$ cat src/rtl/gpio_bank_pkg.sv
package gpio_bank_pkg;

  localparam int BUS_W     = 32;
  localparam int WIN_BITS  = 12;
  localparam int CFG_W     = 10;
  localparam int FUNC_W    = 4;
  localparam int SLEW_W    = 2;
  localparam int CFG_OFS   = 'h000;
  localparam int VAL_OFS   = 'h004;
  localparam int SLEW_ADDR = 'hA000;

  // bit 9 oe, [8:6] drive, [5:2] func, [1:0] pull
  typedef struct packed {
    logic              oe;
    logic [2:0]        drive;
    logic [FUNC_W-1:0] func;
    logic [1:0]        pull;
  } pad_cfg_t;

  // bit position of a pad's code inside the shared slew word, -1 = none
  function automatic int slew_bit_pos(int pad);
    case (pad)
      0:       return 0;
      1:       return 2;
      2:       return 4;
      3:       return 8;
      4:       return 10;
      5:       return 12;
      10:      return 16;
      11:      return 18;
      default: return -1;
    endcase
  endfunction

  function automatic logic [BUS_W-1:0] slew_own_mask(int npads);
    logic [BUS_W-1:0] m;
    m = '0;
    for (int p = 0; p < npads; p++)
      if (slew_bit_pos(p) >= 0) m[slew_bit_pos(p) +: SLEW_W] = '1;
    return m;
  endfunction

  function automatic logic sel_reserved(logic [FUNC_W-1:0] f, int nalt);
    return int'(f) > nalt;
  endfunction

endpackage

$ cat src/rtl/gpio_sync2.sv
module gpio_sync2 (
  input  logic clk,
  input  logic rst_n,
  input  logic d,
  output logic q
);
  logic meta_q;

  always_ff @(posedge clk or negedge rst_n) begin
    if (!rst_n) begin
      meta_q <= 1'b0;
      q      <= 1'b0;
    end else begin
      meta_q <= d;
      q      <= meta_q;
    end
  end
endmodule

$ cat src/rtl/gpio_pad_slot.sv
module gpio_pad_slot
  import gpio_bank_pkg::*;
#(
  parameter int ALT_N = 4
) (
  input  logic              clk,
  input  logic              rst_n,
  input  logic              cfg_we,
  input  logic              val_we,
  input  logic [CFG_W-1:0]  cfg_wdata,
  input  logic              out_wdata,
  input  logic              pad_in,
  input  logic [ALT_N-1:0]  alt_out,
  input  logic [ALT_N-1:0]  alt_oe,
  output logic [CFG_W-1:0]  cfg_q_o,
  output logic              out_q_o,
  output logic              in_sync_o,
  output logic              pad_out,
  output logic              pad_oe,
  output logic [1:0]        pull,
  output logic [2:0]        drive
);
  pad_cfg_t cfg_q;
  logic     out_q;
  logic     in_sync;
  logic     sel_gpio;
  logic     sel_rsvd;

  always_ff @(posedge clk or negedge rst_n) begin
    if (!rst_n) begin
      cfg_q <= '0;
      out_q <= 1'b0;
    end else begin
      if (cfg_we) cfg_q <= pad_cfg_t'(cfg_wdata);
      if (val_we) out_q <= out_wdata;
    end
  end

  gpio_sync2 u_sync (
    .clk   (clk),
    .rst_n (rst_n),
    .d     (pad_in),
    .q     (in_sync)
  );

  assign sel_gpio = (cfg_q.func == '0);
  assign sel_rsvd = sel_reserved(cfg_q.func, ALT_N);

  always_comb begin
    pad_out = 1'b0;
    pad_oe  = 1'b0;
    if (sel_gpio) begin
      pad_out = out_q;
      pad_oe  = cfg_q.oe;
    end else begin
      for (int k = 0; k < ALT_N; k++) begin
        if (cfg_q.func == FUNC_W'(k + 1)) begin
          pad_out = alt_out[k];
          pad_oe  = alt_oe[k];
        end
      end
    end
  end

  assign pull      = cfg_q.pull;
  assign drive     = cfg_q.drive;
  assign cfg_q_o   = cfg_q;
  assign out_q_o   = out_q;
  assign in_sync_o = in_sync;

  // cycles since reset, used to arm the synchronizer latency check
  logic [1:0] warm_q;
  always_ff @(posedge clk or negedge rst_n) begin
    if (!rst_n)             warm_q <= '0;
    else if (warm_q != 2'd2) warm_q <= warm_q + 2'd1;
  end

  a_r2_cfg_hold: assert property (@(posedge clk) disable iff (!rst_n)
    !cfg_we |=> $stable(cfg_q));

  a_r3_out_hold: assert property (@(posedge clk) disable iff (!rst_n)
    !val_we |=> $stable(out_q));

  a_r6_reserved_quiet: assert property (@(posedge clk) disable iff (!rst_n)
    sel_rsvd |-> (!pad_out && !pad_oe));

  a_r10_sync_delay: assert property (@(posedge clk) disable iff (!rst_n)
    (warm_q == 2'd2) |-> (in_sync == $past(pad_in, 2)));

endmodule

$ cat src/rtl/gpio_slew_reg.sv
module gpio_slew_reg
  import gpio_bank_pkg::*;
#(
  parameter int NUM_PADS = 14
) (
  input  logic                       clk,
  input  logic                       rst_n,
  input  logic                       we,
  input  logic [BUS_W-1:0]           wdata,
  output logic [BUS_W-1:0]           rd_data,
  output logic [NUM_PADS*SLEW_W-1:0] pad_slew
);
  localparam logic [BUS_W-1:0] OWN_MASK = slew_own_mask(NUM_PADS);

  for (genvar g = 0; g < NUM_PADS; g++) begin : g_pad
    localparam int POS = slew_bit_pos(g);
    if (POS >= 0) begin : g_own
      logic [SLEW_W-1:0] code_q;
      always_ff @(posedge clk or negedge rst_n) begin
        if (!rst_n)  code_q <= '0;
        else if (we) code_q <= wdata[POS +: SLEW_W];
      end
      assign pad_slew[g*SLEW_W +: SLEW_W] = code_q;
    end else begin : g_none
      assign pad_slew[g*SLEW_W +: SLEW_W] = '0;
    end
  end

  always_comb begin
    rd_data = '0;
    for (int g = 0; g < NUM_PADS; g++)
      if (slew_bit_pos(g) >= 0)
        rd_data[slew_bit_pos(g) +: SLEW_W] = pad_slew[g*SLEW_W +: SLEW_W];
  end

  a_r7_slew_load: assert property (@(posedge clk) disable iff (!rst_n)
    we |=> (rd_data == ($past(wdata) & OWN_MASK)));

  a_r8_slew_hold: assert property (@(posedge clk) disable iff (!rst_n)
    !we |=> $stable(rd_data));

endmodule

$ cat src/rtl/gpio_pad_bank.sv
module gpio_pad_bank
  import gpio_bank_pkg::*;
#(
  parameter int NUM_PADS = 14,
  parameter int ALT_N    = 4,
  parameter int ADDR_W   = 16
) (
  input  logic                       clk,
  input  logic                       rst_n,
  input  logic                       bus_region,
  input  logic [ADDR_W-1:0]          bus_addr,
  input  logic                       bus_wr,
  input  logic [BUS_W-1:0]           bus_wdata,
  output logic [BUS_W-1:0]           bus_rdata,
  input  logic [NUM_PADS-1:0]        pad_in,
  input  logic [NUM_PADS*ALT_N-1:0]  alt_out,
  input  logic [NUM_PADS*ALT_N-1:0]  alt_oe,
  output logic [NUM_PADS-1:0]        pad_out,
  output logic [NUM_PADS-1:0]        pad_oe,
  output logic [NUM_PADS*2-1:0]      pad_pull,
  output logic [NUM_PADS*3-1:0]      pad_drive,
  output logic [NUM_PADS*SLEW_W-1:0] pad_slew
);
  localparam int IDX_W = ADDR_W - WIN_BITS;

  logic [IDX_W-1:0]    win_idx;
  logic [WIN_BITS-1:0] win_ofs;
  logic                win_hit, hit_cfg, hit_val, hit_slew;
  logic [NUM_PADS-1:0] cfg_we, val_we;
  logic                slew_we;
  logic [BUS_W-1:0]    slew_rd;

  logic [CFG_W-1:0]    cfg_q  [NUM_PADS];
  logic [NUM_PADS-1:0] out_q;
  logic [NUM_PADS-1:0] in_sync;

  assign win_idx  = bus_addr[ADDR_W-1:WIN_BITS];
  assign win_ofs  = bus_addr[WIN_BITS-1:0];
  assign win_hit  = !bus_region && (int'(win_idx) < NUM_PADS);
  assign hit_cfg  = win_hit && (win_ofs == WIN_BITS'(CFG_OFS));
  assign hit_val  = win_hit && (win_ofs == WIN_BITS'(VAL_OFS));
  assign hit_slew = bus_region && (bus_addr == ADDR_W'(SLEW_ADDR));
  assign slew_we  = bus_wr && hit_slew;

  for (genvar g = 0; g < NUM_PADS; g++) begin : g_slot
    assign cfg_we[g] = bus_wr && hit_cfg && (win_idx == IDX_W'(g));
    assign val_we[g] = bus_wr && hit_val && (win_idx == IDX_W'(g));

    gpio_pad_slot #(.ALT_N(ALT_N)) u_slot (
      .clk       (clk),
      .rst_n     (rst_n),
      .cfg_we    (cfg_we[g]),
      .val_we    (val_we[g]),
      .cfg_wdata (bus_wdata[CFG_W-1:0]),
      .out_wdata (bus_wdata[1]),
      .pad_in    (pad_in[g]),
      .alt_out   (alt_out[g*ALT_N +: ALT_N]),
      .alt_oe    (alt_oe[g*ALT_N +: ALT_N]),
      .cfg_q_o   (cfg_q[g]),
      .out_q_o   (out_q[g]),
      .in_sync_o (in_sync[g]),
      .pad_out   (pad_out[g]),
      .pad_oe    (pad_oe[g]),
      .pull      (pad_pull[g*2 +: 2]),
      .drive     (pad_drive[g*3 +: 3])
    );
  end

  gpio_slew_reg #(.NUM_PADS(NUM_PADS)) u_slew (
    .clk      (clk),
    .rst_n    (rst_n),
    .we       (slew_we),
    .wdata    (bus_wdata),
    .rd_data  (slew_rd),
    .pad_slew (pad_slew)
  );

  always_comb begin
    bus_rdata = '0;
    if (hit_slew) begin
      bus_rdata = slew_rd;
    end else begin
      for (int g = 0; g < NUM_PADS; g++) begin
        if (win_idx == IDX_W'(g)) begin
          if (hit_cfg) bus_rdata = {{(BUS_W-CFG_W){1'b0}}, cfg_q[g]};
          if (hit_val) bus_rdata = {{(BUS_W-2){1'b0}}, out_q[g], in_sync[g]};
        end
      end
    end
  end

  a_r1_single_target: assert property (@(posedge clk) disable iff (!rst_n)
    $onehot0({cfg_we, val_we, slew_we}));

  a_r8_upper_window_zero: assert property (@(posedge clk) disable iff (!rst_n)
    (!bus_region && (int'(win_idx) >= NUM_PADS)) |-> (bus_rdata == '0));

  a_r8_unmapped_no_write: assert property (@(posedge clk) disable iff (!rst_n)
    (bus_wr && !hit_cfg && !hit_val && !hit_slew) |-> (cfg_we == '0 && val_we == '0));

endmodule

$ cat config.mk
export PLATFORM = sky130hd
export DESIGN_NAME = gpio_pad_bank
export DESIGN_NICKNAME = d
export VERILOG_FILES = /design/src/rtl/gpio_bank_pkg.sv /design/src/rtl/gpio_sync2.sv /design/src/rtl/gpio_pad_slot.sv /design/src/rtl/gpio_slew_reg.sv /design/src/rtl/gpio_pad_bank.sv
export SDC_FILE = /design/constraint.sdc
export NUM_CORES = 1
export LEC_CHECK = 0
export CAP_MARGIN = 15
export CORE_MARGIN = 4
export CORE_UTILIZATION = 55
export CTS_CLUSTER_DIAMETER = 150
export DETAILED_ROUTE_END_ITERATION = 6
export DONT_BUFFER_PORTS = 1
export MAX_ROUTING_LAYER = met4
export PLACE_DENSITY = 0.74
export SETUP_SLACK_MARGIN = 0.4
export SLEW_MARGIN = 20
export SYNTH_ARGS = -nofsm -noshare
export SYNTH_HDL_FRONTEND = slang
export SYNTH_SLANG_ARGS = --single-unit
$ cat constraint.sdc
create_clock -name clk -period 7.44 [get_ports clk]
set_input_delay 1.488 -clock clk [delete_from_list [all_inputs] [get_ports clk]]
set_output_delay 1.488 -clock clk [all_outputs]
set_load 0.01 [all_outputs]
==> results of run 1 <==
## flip-flops by register name, summed over array words and instances, names as in the netlist
name	cells
g_slot.u_slot.cfg_q_o	70
g_slot.u_slot.out_q_o	14
g_slot.u_slot.drive	42
u_slew.g_pad.g_own.code_q	16
g_slot.u_slot.pull	28
g_slot.u_slot.u_sync.q	14
g_slot.u_slot.u_sync.meta_q	14
## cells by family (layout without fill, tap and decap cells)
| logic type | after synthesis | count (layout) | share of synthesized area [%] |
|---|---|---|---|
| buffers and inverters | 177 | 45 | 10.2 |
| other | 1 | 27 | 0.0335 |
| multiplexers | 218 | 218 | 24.8 |
| AND/OR/NAND/NOR | 233 | 233 | 11.3 |
| flip-flops | 198 | 198 | 44.2 |
| AO/OA/AOI/OAI | 153 | 153 | 9.47 |
## per-layer routing
metal | global-route usage, % | vias to the layer above | share of wire [%]
met4 | 8.39 | 0 | 2.4
met2 | 44.2 | 468 | 47
met1 | 37.9 | 3932 | 39
li1 | - | 3244 | -
met5 | - | - | 0
met3 | 9.42 | 59 | 12
## layout make-up
| class | count | area, sq um | area share, % |
|---|---|---|---|
| clock buffer | 22 | 474 | 4.24 |
| multi-input combinational | 630 | 5200 | 46.4 |
| inverter | 7 | 26.3 | 0.235 |
| sequential | 198 | 4950 | 44.3 |
| antenna | 1 | 2.50 | 0.0224 |
| clock inverter | 8 | 148 | 1.32 |
| tap | 265 | 332 | 2.96 |
| timing repair buffer | 8 | 60.1 | 0.536 |
## worst max path at each step
stage                       startpoint      endpoint  slack (ns)
after floorplan           bus_addr[11]  bus_rdata[2]        2.26
after global placement     bus_addr[7]  bus_rdata[2]        1.64
after detailed placement   bus_addr[7]  bus_rdata[2]        1.62
after CTS                  bus_addr[7]  bus_rdata[2]        1.62
after global routing       bus_addr[7]  bus_rdata[2]        1.39
final                      bus_addr[7]  bus_rdata[8]        1.52
## worst max-delay path, cell delays in order
cell and delay (ns):
nor4_1 0.60, and3_1 0.43, nand3_1 0.38, buf_4 0.35, nor3_2 0.62, a221oi_1 0.23, o311ai_0 0.33
## cells in the final DEF, fill, tap and decap left out, drive strengths merged, types with 8 or more instances in the layout
master / Yosys / routed
and2: 8 / 8
mux2: 177 / 177
clkbuf: 35 / 22
nand2: 44 / 44
mux2i: 11 / 11
nor3: 14 / 14
a221oi: 8 / 8
a22oi: 20 / 20
nand3: 50 / 50
o21ai: 25 / 25
nand2b: 26 / 26
mux4: 30 / 30
buf: 135 / 8
a21oi: 43 / 43
nor2: 52 / 52
dfrtp: 198 / 198
conb: 1 / 26
## through the flow
step	utilization, %	cells	area (sq um)	power [mW]
global route	56.6	1139	11200	2.17
CTS	56.6	1138	11200	2.12
floorplan	-	1005	11300	1.17
detailed placement	53.4	1108	10600	1.15
global placement	53.4	1108	10600	1.15
finish	56.6	1139	11200	2.11
## power groups by stage
stage / registers (mW) / logic, mW / clock network, mW
2_1_floorplan: 1.11 / 0.0618 / 0
3_3_place_gp: 1.11 / 0.0470 / 0
3_5_place_dp: 1.11 / 0.0474 / 0
4_1_cts: 1.09 / 0.0475 / 0.985
5_1_grt: 1.09 / 0.0526 / 1.03
6_report: 1.09 / 0.0493 / 0.978
==> flow_summary_export.csv, run 1 <==
group,metric,value,unit
run_status,status,"complete, no violations",
placement,hpwlAfterDp,24300,um
critical_path,r2r-end,"g_slot[11].u_slot.cfg_q_o[2]",
sta,holdWs,0.348,ns
die,fp.dieW,151,um
die,core_area,0.0198,sq mm
global_routing,grt_max_degree,199,
sta,tns,0,ns
power,switching_share,20.2,%
placement,place.gp.congestion,0.968,
cells_and_area,syn_to_final_growth,-0.101,%
die,ios,336,
critical_path,crit_fanout,16,
die,die_area,0.0227,sq mm
sta,fin_crit,5.92,ns
cells_and_area,nets,1040,
routing,drt_iter0_markers,877,
yosys,yosysSeqAreaShare,44.2,%
die,std_cell_rows,51,
critical_path,required,5.95,ns
routing,first_pass_iters,5,
worst_hold_path,hp-start,"g_slot[11].u_slot.u_sync.meta_q",
sta,rsz0062_at_grt,"no",
yosys,syn_area,0.0112,sq mm
yosys,synth_cell_type_count,71,
power,p_leak,4.99,nW
routing,num_vias,7703,
global_routing,grt_pass1_wl,47800,um
clocking,cts_buffer_depth,2,
sta,skew,0.00206,ns
cells_and_area,layout-drive-gt1-share,30.4,%
yosys,async_flop_share,100,%
yosys,synth_edf_count,0,
clocking,cts_sinks,198,
critical_path,reg2reg_slack,6.49,ns
clocking,cts_resized,0,
flow_run,maxCapViolCount,0,
worst_hold_path,hold_class,"reg2reg",
routing,antenna_left,0,
power,power.share.clock,46.3,%
die,initial_core_util,56.7,%
clocking,cts_root_buf,"clkbuf_16",
yosys,yosys-top-cells-area,"dfrtp_1 (44%), mux2_2 (18%), buf_4 (8.4%)",
placement,dp_slack,1.62,ns
global_routing,grt_use_total,29.1,%
routing,vias_per_cell,6.76,
global_routing,grt_overflow_total,0,
sta,period_share,79.6,%
sta,finalSetupViolCount,0,
worst_hold_path,whs_endpoint,"g_slot[11].u_slot.u_sync.q",
clocking,cts_buffers,17,
sta,slew_headroom,31.7,%
critical_path,r2r_cells,1,
routing,drt-wirelength-per-cell,28.7,um
yosys,ys.flop_type,"dfrtp_1",
clocking,cts_setup_buffers,0,
yosys,yosysWarnings,0,
worst_hold_path,hold_depth,0,
yosys,yosysMostFrequentCell,"dfrtp_1",
sta,hold_viol,0,
power,sequentialPowerShare,51.4,%
yosys,synth_top_area_cell,"dfrtp_1",
critical_path,worst_ep_arrival_time,4.44,ns
sta,slew_viol_final,0,
clocking,ctsHoldBuffers,0,
global_routing,antenna_found_initial,1,
routing,drcViolationCount,0,
power,p_per_area,189,mW/mm^2
yosys,synth.top_cells.by_count,"dfrtp_1 (198), mux2_2 (177), buf_4 (125)",
clocking,clock_latency,0.43,ns
power,cell_internal_pwr,1.69,mW
clocking,cts.reportedPaths.clkPinSlew,0.06,ns
global_routing,grt_pass1_vias,7621,
yosys,yosys_register_bits,198,
power,power.share.combinational,2.3,%
yosys,synth.avg_cell_area,11.4,sq um
sta,fmax,169,MHz
clocking,cts_tree,"done",
yosys,synth.top_cell.area_share,44.2,%
critical_path,rr_startpoint,"g_slot[11].u_slot.cfg_q_o[2]",
sta,fin_ws,1.52,ns
yosys,synth_cells,980,
routing,routed_wl,32700,um
cells_and_area,fill_cells,1651,
critical_path,startpoint_type,"input pin",
placement,io_buffers,0,
critical_path,critical_path_class,"in2out",
die,die_h,151,um
critical_path,crit_path_end_kind,"output port",
clocking,htreeDepth,4,
power,p_switching,428,uW
power,vdd_drop_max,0.188,mV
sta,worstMarginPinSlew,1.01,ns
Note: power is estimated with default switching activity, not from simulation.
==> inputs of run 2 (changes only) <==
--- a/config.mk
+++ b/config.mk
@@ -12,7 +12,7 @@
 export DETAILED_ROUTE_END_ITERATION = 6
 export DONT_BUFFER_PORTS = 1
 export MAX_ROUTING_LAYER = met4
-export PLACE_DENSITY = 0.74
+export PLACE_DENSITY = 0.77
 export SETUP_SLACK_MARGIN = 0.4
 export SLEW_MARGIN = 20
 export SYNTH_ARGS = -nofsm -noshare
==> constraint.sdc (replaced) <==
create_clock -name clk -period 5.43 [get_ports clk]
set_input_delay 1.086 -clock clk [delete_from_list [all_inputs] [get_ports clk]]
set_output_delay 1.086 -clock clk [all_outputs]
set_load 0.01 [all_outputs]
==> flow_summary_export.csv, run 2 (synthesis results as in run 1) <==
group,metric,value,unit
clocking,clock_latency,0.45,ns
die,std_cell_rows,51,
sta,finalSetupViolCount,0,
critical_path,rr_startpoint,"g_slot[4].u_slot.cfg_q_o[2]",
placement,dpl_cell_area,0.0106,sq mm
critical_path,crit_path_end_kind,"output port",
global_routing,grt_overflow_total,0,
routing,num_vias,7781,
placement,io_buffers,0,
clocking,cts_root_buf,"clkbuf_16",
die,core_area,0.0198,sq mm
die,fp.dieW,151,um
sta,period_share,88.2,%
placement,dp.cells,1118,
global_routing,grt_pass1_wl,48100,um
clocking,cts.reportedPaths.clkPinSlew,0.07,ns
critical_path,reg2reg_slack,4.50,ns
cells_and_area,layout-drive-gt1-share,31.6,%
worst_hold_path,hold_class,"in2async",
cells_and_area,layout_commonest_cell,"dfrtp_1",
critical_path,r2r-end,"g_slot[4].u_slot.cfg_q_o[2]",
clocking,htreeDepth,4,
sta,worstMarginPinSlew,1.02,ns
clocking,cts_tree,"done",
sta,fmax,209,MHz
routing,drcViolationCount,0,
routing,routed_wl,32700,um
routing,drt_iter0_markers,826,
power,p_leak,5.02,nW
critical_path,cp-endpoint,"bus_rdata[1]",
sta,skew,0.00617,ns
global_routing,grt_pass1_vias,7627,
clocking,cts_sinks,198,
cells_and_area,n_antenna_cell,0,
routing,vias_per_cell,6.77,
cells_and_area,fin_area,0.0112,sq mm
critical_path,critical_path_class,"in2out",
cells_and_area,final_cell_mix,"dfrtp_1 (198), mux2_2 (177), nor2_1 (46), nand3_1 (46)",
critical_path,required,4.34,ns
global_routing,antenna_found_initial,0,
sta,slew_viol_final,0,
routing,antenna_left,0,
power,p_per_area,247,mW/mm^2
routing,first_pass_iters,5,
clocking,cts_buffers,17,
sta,tns,0,ns
power,vdd_drop_max,0.209,mV
cells_and_area,syn_to_final_growth,0.0223,%
critical_path,r2r_cells,1,
sta,fin_crit,4.79,ns
global_routing,grt_use_total,29.5,%
critical_path,startpoint,"bus_addr[7]",
die,initial_core_util,56.7,%
clocking,cts_buffer_depth,2,
cells_and_area,final-instance-count-excl-fill,1150,
sta,holdWs,0.336,ns
die,die_h,151,um
critical_path,crit_fanout,16,
cells_and_area,nets,1050,
die,die_area,0.0227,sq mm
sta,slew_headroom,31.4,%
die,ios,336,
placement,hpwlAfterDp,24500,um
sta,hold_viol,0,
cells_and_area,final_core_util,56.7,%
routing,drt-wirelength-per-cell,28.4,um
critical_path,worst_ep_arrival_time,3.70,ns
critical_path,startpoint_type,"input pin",
run_status,status,"complete, no violations",
flow_run,maxCapViolCount,0,
global_routing,grt_max_degree,199,
cells_and_area,largest_register_ffs,70,
sta,rsz0062_at_grt,"no",
placement,place.gp.congestion,0.961,
## run 2: critical path, stage by stage
cell	delay, ns
nor4_1	0.67
and3_1	0.43
nand3_1	0.14
buf_4	0.23
nor2_1	0.51
nor3_1	0.13
a211oi_1	0.26
or3_1	0.23
## run 2: repair_timing
item,CTS,global route
hold buffers,0,0
buffers inserted,0,0
endpoints found under the setup margin,0,1
resized for setup,0,1
## run 2: area by class of cell
class / instances / area, sq um
sequential: 198 / 4950
timing repair buffer: 18 / 135
multi-input combinational: 630 / 5200
fill: 1668 / 8570
clock buffer: 18 / 439
inverter: 7 / 26.3
tap: 265 / 332
clock inverter: 14 / 119
## run 2: per-stage QoR
| stage | setup slack [ns] | total power, mW |
|---|---|---|
| finish | 0.641 | 2.77 |
| global route | 0.476 | 2.83 |
| CTS | 0.674 | 2.77 |
| detailed placement | 0.699 | 1.58 |
| global placement | 0.725 | 1.58 |
| floorplan | 1.06 | 1.60 |
## run 2: metal layers
layer	vias up	GRT usage [%]	routed length [um]
met3	68	10.7	4140
met5	-	-	0
met2	525	45.4	15400
met4	0	7.39	660
li1	3260	-	-
met1	3928	37.4	12500
## run 2: power breakdown
group | internal (mW) | switching, mW
sequential | 1.48 | 0.00418
clock | 0.611 | 0.599
combinational | 0.0252 | 0.0441
## run 2: how the worst min path moves through the flow
stage | to
after CTS | g_slot[7].u_slot.drive[2]
after global placement | g_slot[9].u_slot.u_sync.q
after floorplan | g_slot[0].u_slot.u_sync.q
final | g_slot[1].u_slot.drive[2]
after detailed placement | g_slot[2].u_slot.u_sync.q
after global routing | g_slot[2].u_slot.drive[2]
